--- config.mk ---
export PLATFORM = sky130hd
export DESIGN_NAME = inj_window_ni
export DESIGN_NICKNAME = d
export VERILOG_FILES = /design/src/rtl/ni_pkg.sv /design/src/rtl/ni_fifo.sv /design/src/rtl/ni_window.sv /design/src/rtl/ni_blkstat.sv /design/src/rtl/inj_window_ni.sv
export SDC_FILE = /design/constraint.sdc
export NUM_CORES = 1
export LEC_CHECK = 0
export BUFFER_PORTS_ARGS = -buffer_cell sky130_fd_sc_hd__buf_2
export CORE_MARGIN = 2
export CORE_UTILIZATION = 40
export DETAILED_ROUTE_END_ITERATION = 16
export PLACE_DENSITY = 0.64
export SYNTH_ARGS = -nofsm -noshare
export SYNTH_HDL_FRONTEND = slang
export SYNTH_SLANG_ARGS = --single-unit
--- constraint.sdc ---
create_clock -name clk -period 4 [get_ports clk]
set_clock_uncertainty 0.1 [all_clocks]
set_input_delay 0.8 -clock clk [delete_from_list [all_inputs] [get_ports clk]]
set_output_delay 0.8 -clock clk [all_outputs]
set_load 0.1 [all_outputs]
--- src/rtl/ni_pkg.sv ---
`timescale 1ns/1ps
package ni_pkg;

    typedef enum logic [1:0] {
        CA_WINDOW  = 2'd0,
        CA_MODE    = 2'd1,
        CA_BLOCKED = 2'd2,
        CA_SPARE   = 2'd3
    } ctl_addr_e;

    typedef enum logic {
        WM_BLOCK  = 1'b0,
        WM_SPREAD = 1'b1
    } win_mode_e;

endpackage

--- src/rtl/ni_fifo.sv ---
`timescale 1ns/1ps
// Synchronous flit buffer; DEPTH must be a power of two, at least 2.
module ni_fifo #(
    parameter int W     = 9,
    parameter int DEPTH = 4
) (
    input  logic         clk,
    input  logic         rst_n,
    input  logic         in_valid,
    output logic         in_ready,
    input  logic [W-1:0] in_data,
    output logic         out_valid,
    input  logic         out_ready,
    output logic [W-1:0] out_data
);
    localparam int PW = $clog2(DEPTH);
    localparam int CW = $clog2(DEPTH + 1);

    typedef struct packed {
        logic [DEPTH-1:0][W-1:0] mem;
        logic [PW-1:0]           wp;
        logic [PW-1:0]           rp;
        logic [CW-1:0]           cnt;
    } fifo_st_t;

    fifo_st_t st_d, st_q;
    logic     push, pop;

    assign in_ready  = (st_q.cnt != CW'(DEPTH));
    assign out_valid = (st_q.cnt != '0);
    assign out_data  = st_q.mem[st_q.rp];
    assign push      = in_valid && in_ready;
    assign pop       = out_valid && out_ready;

    always_comb begin
        st_d = st_q;
        if (push) begin
            st_d.mem[st_q.wp] = in_data;
            st_d.wp           = st_q.wp + PW'(1);
        end
        if (pop) begin
            st_d.rp = st_q.rp + PW'(1);
        end
        st_d.cnt = st_q.cnt + CW'(push) - CW'(pop);
    end

    always_ff @(posedge clk or negedge rst_n) begin
        if (!rst_n) begin
            st_q <= '0;
        end else begin
            st_q <= st_d;
        end
    end
endmodule

--- src/rtl/ni_window.sv ---
`timescale 1ns/1ps
// Slot grant generator: block or evenly spread allocation per period.
module ni_window #(
    parameter int PERIOD = 256,
    localparam int WIN_W = $clog2(PERIOD + 1)
) (
    input  logic              clk,
    input  logic              rst_n,
    input  logic              restart,
    input  ni_pkg::win_mode_e mode,
    input  logic [WIN_W-1:0]  win,
    output logic              grant
);
    import ni_pkg::*;

    localparam int POS_W = (PERIOD > 1) ? $clog2(PERIOD) : 1;
    localparam int ACC_W = $clog2(2 * PERIOD + 1);

    typedef struct packed {
        logic [POS_W-1:0] pos;
        logic [ACC_W-1:0] acc;
    } win_st_t;

    win_st_t          st_d, st_q;
    logic [ACC_W-1:0] sum;
    logic             g_block, g_spread;

    always_comb begin
        sum      = st_q.acc + ACC_W'(win);
        g_spread = (sum >= ACC_W'(PERIOD));
        g_block  = (WIN_W'(st_q.pos) < win);
        grant    = (mode == WM_SPREAD) ? g_spread : g_block;

        st_d = st_q;
        if (st_q.pos == POS_W'(PERIOD - 1)) begin
            st_d.pos = '0;
        end else begin
            st_d.pos = st_q.pos + POS_W'(1);
        end
        st_d.acc = g_spread ? (sum - ACC_W'(PERIOD)) : sum;
        if (restart) begin
            st_d.pos = '0;
            st_d.acc = '0;
        end
    end

    always_ff @(posedge clk or negedge rst_n) begin
        if (!rst_n) begin
            st_q <= '0;
        end else begin
            st_q <= st_d;
        end
    end
endmodule

--- src/rtl/ni_blkstat.sv ---
`timescale 1ns/1ps
// Saturating counter of inbound messages stalled at the router.
module ni_blkstat #(
    parameter int STAT_W = 16
) (
    input  logic              clk,
    input  logic              rst_n,
    input  logic              bump,
    input  logic              clear,
    output logic [STAT_W-1:0] count
);
    localparam logic [STAT_W-1:0] CNT_MAX = {STAT_W{1'b1}};

    logic [STAT_W-1:0] cnt_d, cnt_q;

    assign count = cnt_q;

    always_comb begin
        cnt_d = cnt_q;
        if (clear) begin
            cnt_d = '0;
        end else if (bump && (cnt_q != CNT_MAX)) begin
            cnt_d = cnt_q + STAT_W'(1);
        end
    end

    always_ff @(posedge clk or negedge rst_n) begin
        if (!rst_n) begin
            cnt_q <= '0;
        end else begin
            cnt_q <= cnt_d;
        end
    end
endmodule

--- src/rtl/inj_window_ni.sv ---
`timescale 1ns/1ps
module inj_window_ni #(
    parameter int FLIT_W = 32,
    parameter int DEPTH  = 4,
    parameter int PERIOD = 256,
    parameter int STAT_W = 16,
    parameter int CTL_W  = 16
) (
    input  logic              clk,
    input  logic              rst_n,
    input  logic              pe_tx_valid,
    output logic              pe_tx_ready,
    input  logic [FLIT_W-1:0] pe_tx_data,
    input  logic              pe_tx_last,
    output logic              rt_tx_valid,
    input  logic              rt_tx_ready,
    output logic [FLIT_W-1:0] rt_tx_data,
    output logic              rt_tx_last,
    input  logic              rt_rx_valid,
    output logic              rt_rx_ready,
    input  logic [FLIT_W-1:0] rt_rx_data,
    input  logic              rt_rx_last,
    output logic              pe_rx_valid,
    input  logic              pe_rx_ready,
    output logic [FLIT_W-1:0] pe_rx_data,
    output logic              pe_rx_last,
    input  logic              ctl_wr,
    input  logic [1:0]        ctl_addr,
    input  logic [CTL_W-1:0]  ctl_wdata,
    output logic [CTL_W-1:0]  ctl_rdata
);
    import ni_pkg::*;

    localparam int WIN_W = $clog2(PERIOD + 1);
    localparam int FW    = FLIT_W + 1;

    typedef struct packed {
        logic [WIN_W-1:0] win;
        win_mode_e        mode;
        logic             tx_in_msg;
        logic             tx_credit;
        logic             rx_in_msg;
        logic             rx_seen;
    } ni_st_t;

    ni_st_t st_d, st_q;

    // Outbound buffer
    logic          txf_valid, txf_pop;
    logic [FW-1:0] txf_data;

    ni_fifo #(.W(FW), .DEPTH(DEPTH)) u_txf (
        .clk       (clk),
        .rst_n     (rst_n),
        .in_valid  (pe_tx_valid),
        .in_ready  (pe_tx_ready),
        .in_data   ({pe_tx_last, pe_tx_data}),
        .out_valid (txf_valid),
        .out_ready (txf_pop),
        .out_data  (txf_data)
    );

    // Inbound buffer
    logic [FW-1:0] rxf_data;

    ni_fifo #(.W(FW), .DEPTH(DEPTH)) u_rxf (
        .clk       (clk),
        .rst_n     (rst_n),
        .in_valid  (rt_rx_valid),
        .in_ready  (rt_rx_ready),
        .in_data   ({rt_rx_last, rt_rx_data}),
        .out_valid (pe_rx_valid),
        .out_ready (pe_rx_ready),
        .out_data  (rxf_data)
    );

    assign pe_rx_data = rxf_data[FLIT_W-1:0];
    assign pe_rx_last = rxf_data[FLIT_W];

    // Slot window
    logic             wr_win, wr_mode, wr_clr, restart, grant;
    logic [WIN_W-1:0] win_cur;
    logic             tx_credit_cur, tx_in_msg_cur;

    assign win_cur       = st_q.win;
    assign tx_credit_cur = st_q.tx_credit;
    assign tx_in_msg_cur = st_q.tx_in_msg;

    ni_window #(.PERIOD(PERIOD)) u_win (
        .clk     (clk),
        .rst_n   (rst_n),
        .restart (restart),
        .mode    (st_q.mode),
        .win     (st_q.win),
        .grant   (grant)
    );

    // Stall statistics
    logic              head_wait;
    logic [STAT_W-1:0] blk_cnt;

    ni_blkstat #(.STAT_W(STAT_W)) u_stat (
        .clk   (clk),
        .rst_n (rst_n),
        .bump  (head_wait),
        .clear (wr_clr),
        .count (blk_cnt)
    );

    // Egress gating
    logic tx_go;

    assign tx_go       = st_q.tx_in_msg || st_q.tx_credit || grant;
    assign rt_tx_valid = txf_valid && tx_go;
    assign rt_tx_data  = txf_data[FLIT_W-1:0];
    assign rt_tx_last  = txf_data[FLIT_W];
    assign txf_pop     = rt_tx_valid && rt_tx_ready;

    assign wr_win    = ctl_wr && (ctl_addr == CA_WINDOW);
    assign wr_mode   = ctl_wr && (ctl_addr == CA_MODE);
    assign wr_clr    = ctl_wr && (ctl_addr == CA_BLOCKED);
    assign restart   = wr_win || wr_mode;
    assign head_wait = rt_rx_valid && !rt_rx_ready && !st_q.rx_in_msg && !st_q.rx_seen;

    always_comb begin
        st_d = st_q;

        // message boundary tracking and start credit
        if (txf_pop) begin
            st_d.tx_in_msg = !rt_tx_last;
        end
        if (txf_pop && !st_q.tx_in_msg) begin
            st_d.tx_credit = 1'b0;
        end else if (grant && txf_valid && !st_q.tx_in_msg) begin
            st_d.tx_credit = 1'b1;
        end

        // inbound head stall tracking
        if (rt_rx_valid && rt_rx_ready) begin
            st_d.rx_in_msg = !rt_rx_last;
            st_d.rx_seen   = 1'b0;
        end else if (head_wait) begin
            st_d.rx_seen = 1'b1;
        end

        // control writes
        if (wr_win) begin
            if (ctl_wdata > CTL_W'(PERIOD)) begin
                st_d.win = WIN_W'(PERIOD);
            end else begin
                st_d.win = ctl_wdata[WIN_W-1:0];
            end
        end
        if (wr_mode) begin
            st_d.mode = win_mode_e'(ctl_wdata[0]);
        end
    end

    always_comb begin
        case (ctl_addr)
            CA_WINDOW:  ctl_rdata = CTL_W'(st_q.win);
            CA_MODE:    ctl_rdata = CTL_W'(st_q.mode);
            CA_BLOCKED: ctl_rdata = CTL_W'(blk_cnt);
            default:    ctl_rdata = '0;
        endcase
    end

    always_ff @(posedge clk or negedge rst_n) begin
        if (!rst_n) begin
            st_q      <= '0;
            st_q.win  <= WIN_W'(PERIOD);
            st_q.mode <= WM_BLOCK;
        end else begin
            st_q <= st_d;
        end
    end
endmodule

==> results.toml <==
[clock_network]
cts-root-buf = "clkbuf_16"
cts_max_level = 2
cts_buffers = 37
cts.sinks = 326
clk_pin_slew_ps = 60
cts_tree = "done"
insertion_delay_ps = 520
cts_buffer_depth = 3

[logic_synthesis]
ys_ff_latch = 326
synth_edf_count = 0
synth_nets = 1137
ys_seq_area_frac = 0.5470
synth_area_um2 = 14920
ys_warn_count = 0
synth_area_per_cell_um2 = 14.73
syn_inst = 1013
synth_top_area_frac = 0.5452
synth_top_cell_by_area = "dfrtp_1"
ys_async_sr_fraction = 1.000
synthTopCellsByArea = "dfrtp_1 55%, mux2_2 20%, mux4_2 10%, ha_1 2.5%, nor2_1 1.1%"
synth_cell_types = 54
synthFlopType = "dfrtp_1"

[floorplan]
initial_utilization = 0.4065
dieArea_um2 = 38850
io_pins = 177
die_w_um = 197.1
core_area_um2 = 36700
fp-row-count = 70
die_y_um = 197.1

[timing]
setup_violations = 0
finalHoldViolCount = 0
max_slew_margin = 0.4127
min_period_over_period = 0.9547
tightest_slew_ps = 880.9
max_freq_mhz = 261.9
drv_slew = 0
fin_tns_setup_ps = 0
fin_crit_ps = 3819

[outcome]
status = "finished, final reports clean"

[place]
dp.cells = 1637
placement.io_buffers = 176
gp_congestion = 0.7964
dp_hpwl_mm = 20.75

[detailed_routing]
via_per_inst = 5.248
drtPass1Iterations = 4
ant_nets = 0
vias = 8959
routed_wirelength_mm = 31.28
first_iter_violations = 274
post_drt_wl_per_cell_um = 18.33
drc_errors = 0

[grt]
grt_pass1_wl_mm = 51.14
antenna_found_initial = 2
grt-ovfl-total = 0
grt_pass1_vias = 9581
grt_use_total = 0.1658
grt_max_degree = 107

[worst_hold_path]
hp-class = "primary input to async pin"

[worst_setup_path]
cp.required_ps = 3100
end_kind = "output pin"
start_kind = "flip-flop"
path_cells = "ha_1 -> inv_1 -> fa_2 -> nand2b_4 -> a211oi_2 -> or3_1 -> a221oi_2 -> o21ai_2 -> nor2_2 -> nor2_2 -> buf_6"
cpMostUsedCell = "nor2_2"
slowest_delay_ps = 400
path_max_fanout = 4
path_class = "flip-flop to output pin"
slowest_stage = "dfrtp_1"
cp_data_arrival_time_ps = 2920

[final_layout]
stdcell_count = 1707
fillers = 3225
layout-drive-gt1-share = 0.5081
fin_nets = 1337
area_growth_pct = 18.80

[flow_run]
drv_cap = 0
-- routing by layer --
metal	global-route usage	vias to the layer above	wire length [um]
met5	0	-	27
li1	-	4083	-
met4	0.04261	4	596
met1	0.2105	4669	13540
met3	0.04507	43	1737
met2	0.2815	160	15380
-- cells in the final DEF, fill, tap and decap left out, types with 3 or more instances in the layout --
master,n
mux2i_1,11
a21oi_1,14
clkbuf_8,9
and3_1,3
mux4_2,66
o21ai_1,3
nand3_1,11
and3_2,3
buf_12,6
ha_1,29
clkinv_2,8
nand2_1,37
nand2b_1,4
mux2_2,264
buf_2,174
dfrtp_1,323
a21o_1,3
xor2_1,18
xnor2_1,14
inv_1,25
buf_4,26
clkbuf_1,4
clkbuf_16,37
nor2_1,42
and2_1,11
nor2b_1,8
nor4_1,3
o21ai_0,17
or3_1,5
nor3_1,4
nand4_1,6
-- cells in the mapped netlist, drive strengths merged, types with 2 or more instances --
library cell / count
a31o: 2
clkbuf: 13
and2: 11
a21oi: 16
ha: 30
nor4: 3
nor2: 44
nor3: 4
inv: 26
mux4: 66
mux2i: 11
o21ai: 22
and3: 6
nand4: 7
xor2: 18
nand3: 11
nand2b: 5
nor2b: 8
mux2: 264
a21o: 4
buf: 34
xnor2: 15
fa: 3
nand2: 37
dfrtp: 325
a221oi: 2
a211oi: 4
or3: 6
-- state kept, by name (all words and copies together) (netlist names) --
name and count:
u_txf.st_q 139, st_q 3, tx_credit_cur 1, u_stat.count 16, win_cur 9, tx_in_msg_cur 1, u_win.st_q 18, u_rxf.st_q 139
-- final timing paths --
check / start / to / slack, ps / cells after the start
setup / recovery: win_cur[0] / rt_tx_valid / 180 / 11
hold / removal: rst_n / u_win.st_q[2] / 210 / 1
setup reg to reg: win_cur[0] / u_txf.st_q[2] / 210 / 18
hold reg to reg: u_rxf.st_q[103] / u_rxf.st_q[103] / 400 / 1
max in group asynchronous: rst_n / u_rxf.st_q[136] / 2580 / 3
min in group clk: u_rxf.st_q[103] / u_rxf.st_q[103] / 400 / 1
-- critical path, delay by kind of cell (launching register included) --
kind | cells | cell delay (ps)
and+or+nand+nor | 4 | 670
adders and majority gates | 2 | 450
DFF | 1 | 400
buffers and inverters | 2 | 270
AOI/OAI and AO/OA | 3 | 600
-- what timing repair did --
action	CTS	global route
hold buffers	0	0
resized for setup	4	6
setup buffers	0	5
setup endpoints to repair	1	2
pin swaps	1	3
-- layout make-up --
class | count | area [um^2] | share of cell area
Antenna cell | 1 | 2.502 | 0.0001412
Clock buffer | 50 | 1065 | 0.06009
Clock inverter | 14 | 122.6 | 0.006919
Inverter | 26 | 97.59 | 0.005507
Multi-Input combinational cell | 614 | 6474 | 0.3653
Sequential cell | 326 | 8162 | 0.4606
Tap cell | 468 | 585.6 | 0.03304
Timing Repair Buffer | 208 | 1212 | 0.06842
-- cells by family after synthesis --
family / synth area share
compound gates: 0.02642
fa+ha+maj: 0.02919
mux: 0.3063
xor+xnor: 0.01938
simple gates: 0.05066
buf+inv: 0.02105
flops: 0.5470
-- per-stage QoR --
step / util / setup slack, ps / hold slack [ps] / cell area, um^2
finish: 0.4829 / 181.3 / 212.4 / 17720
global route: 0.4828 / -27.61 / 285.0 / 17720
CTS: 0.4812 / 2.110 / 261.5 / 17660
detailed placement: 0.4485 / 188.4 / 387.0 / 16460
global placement: 0.4485 / 233.9 / 381.5 / 16460
floorplan: - / 431.7 / 355.9 / 14920
Power is left out: the tool's default activity adds up to more than one toggle a clock period on the data nets, which glitch-free logic cannot reach.
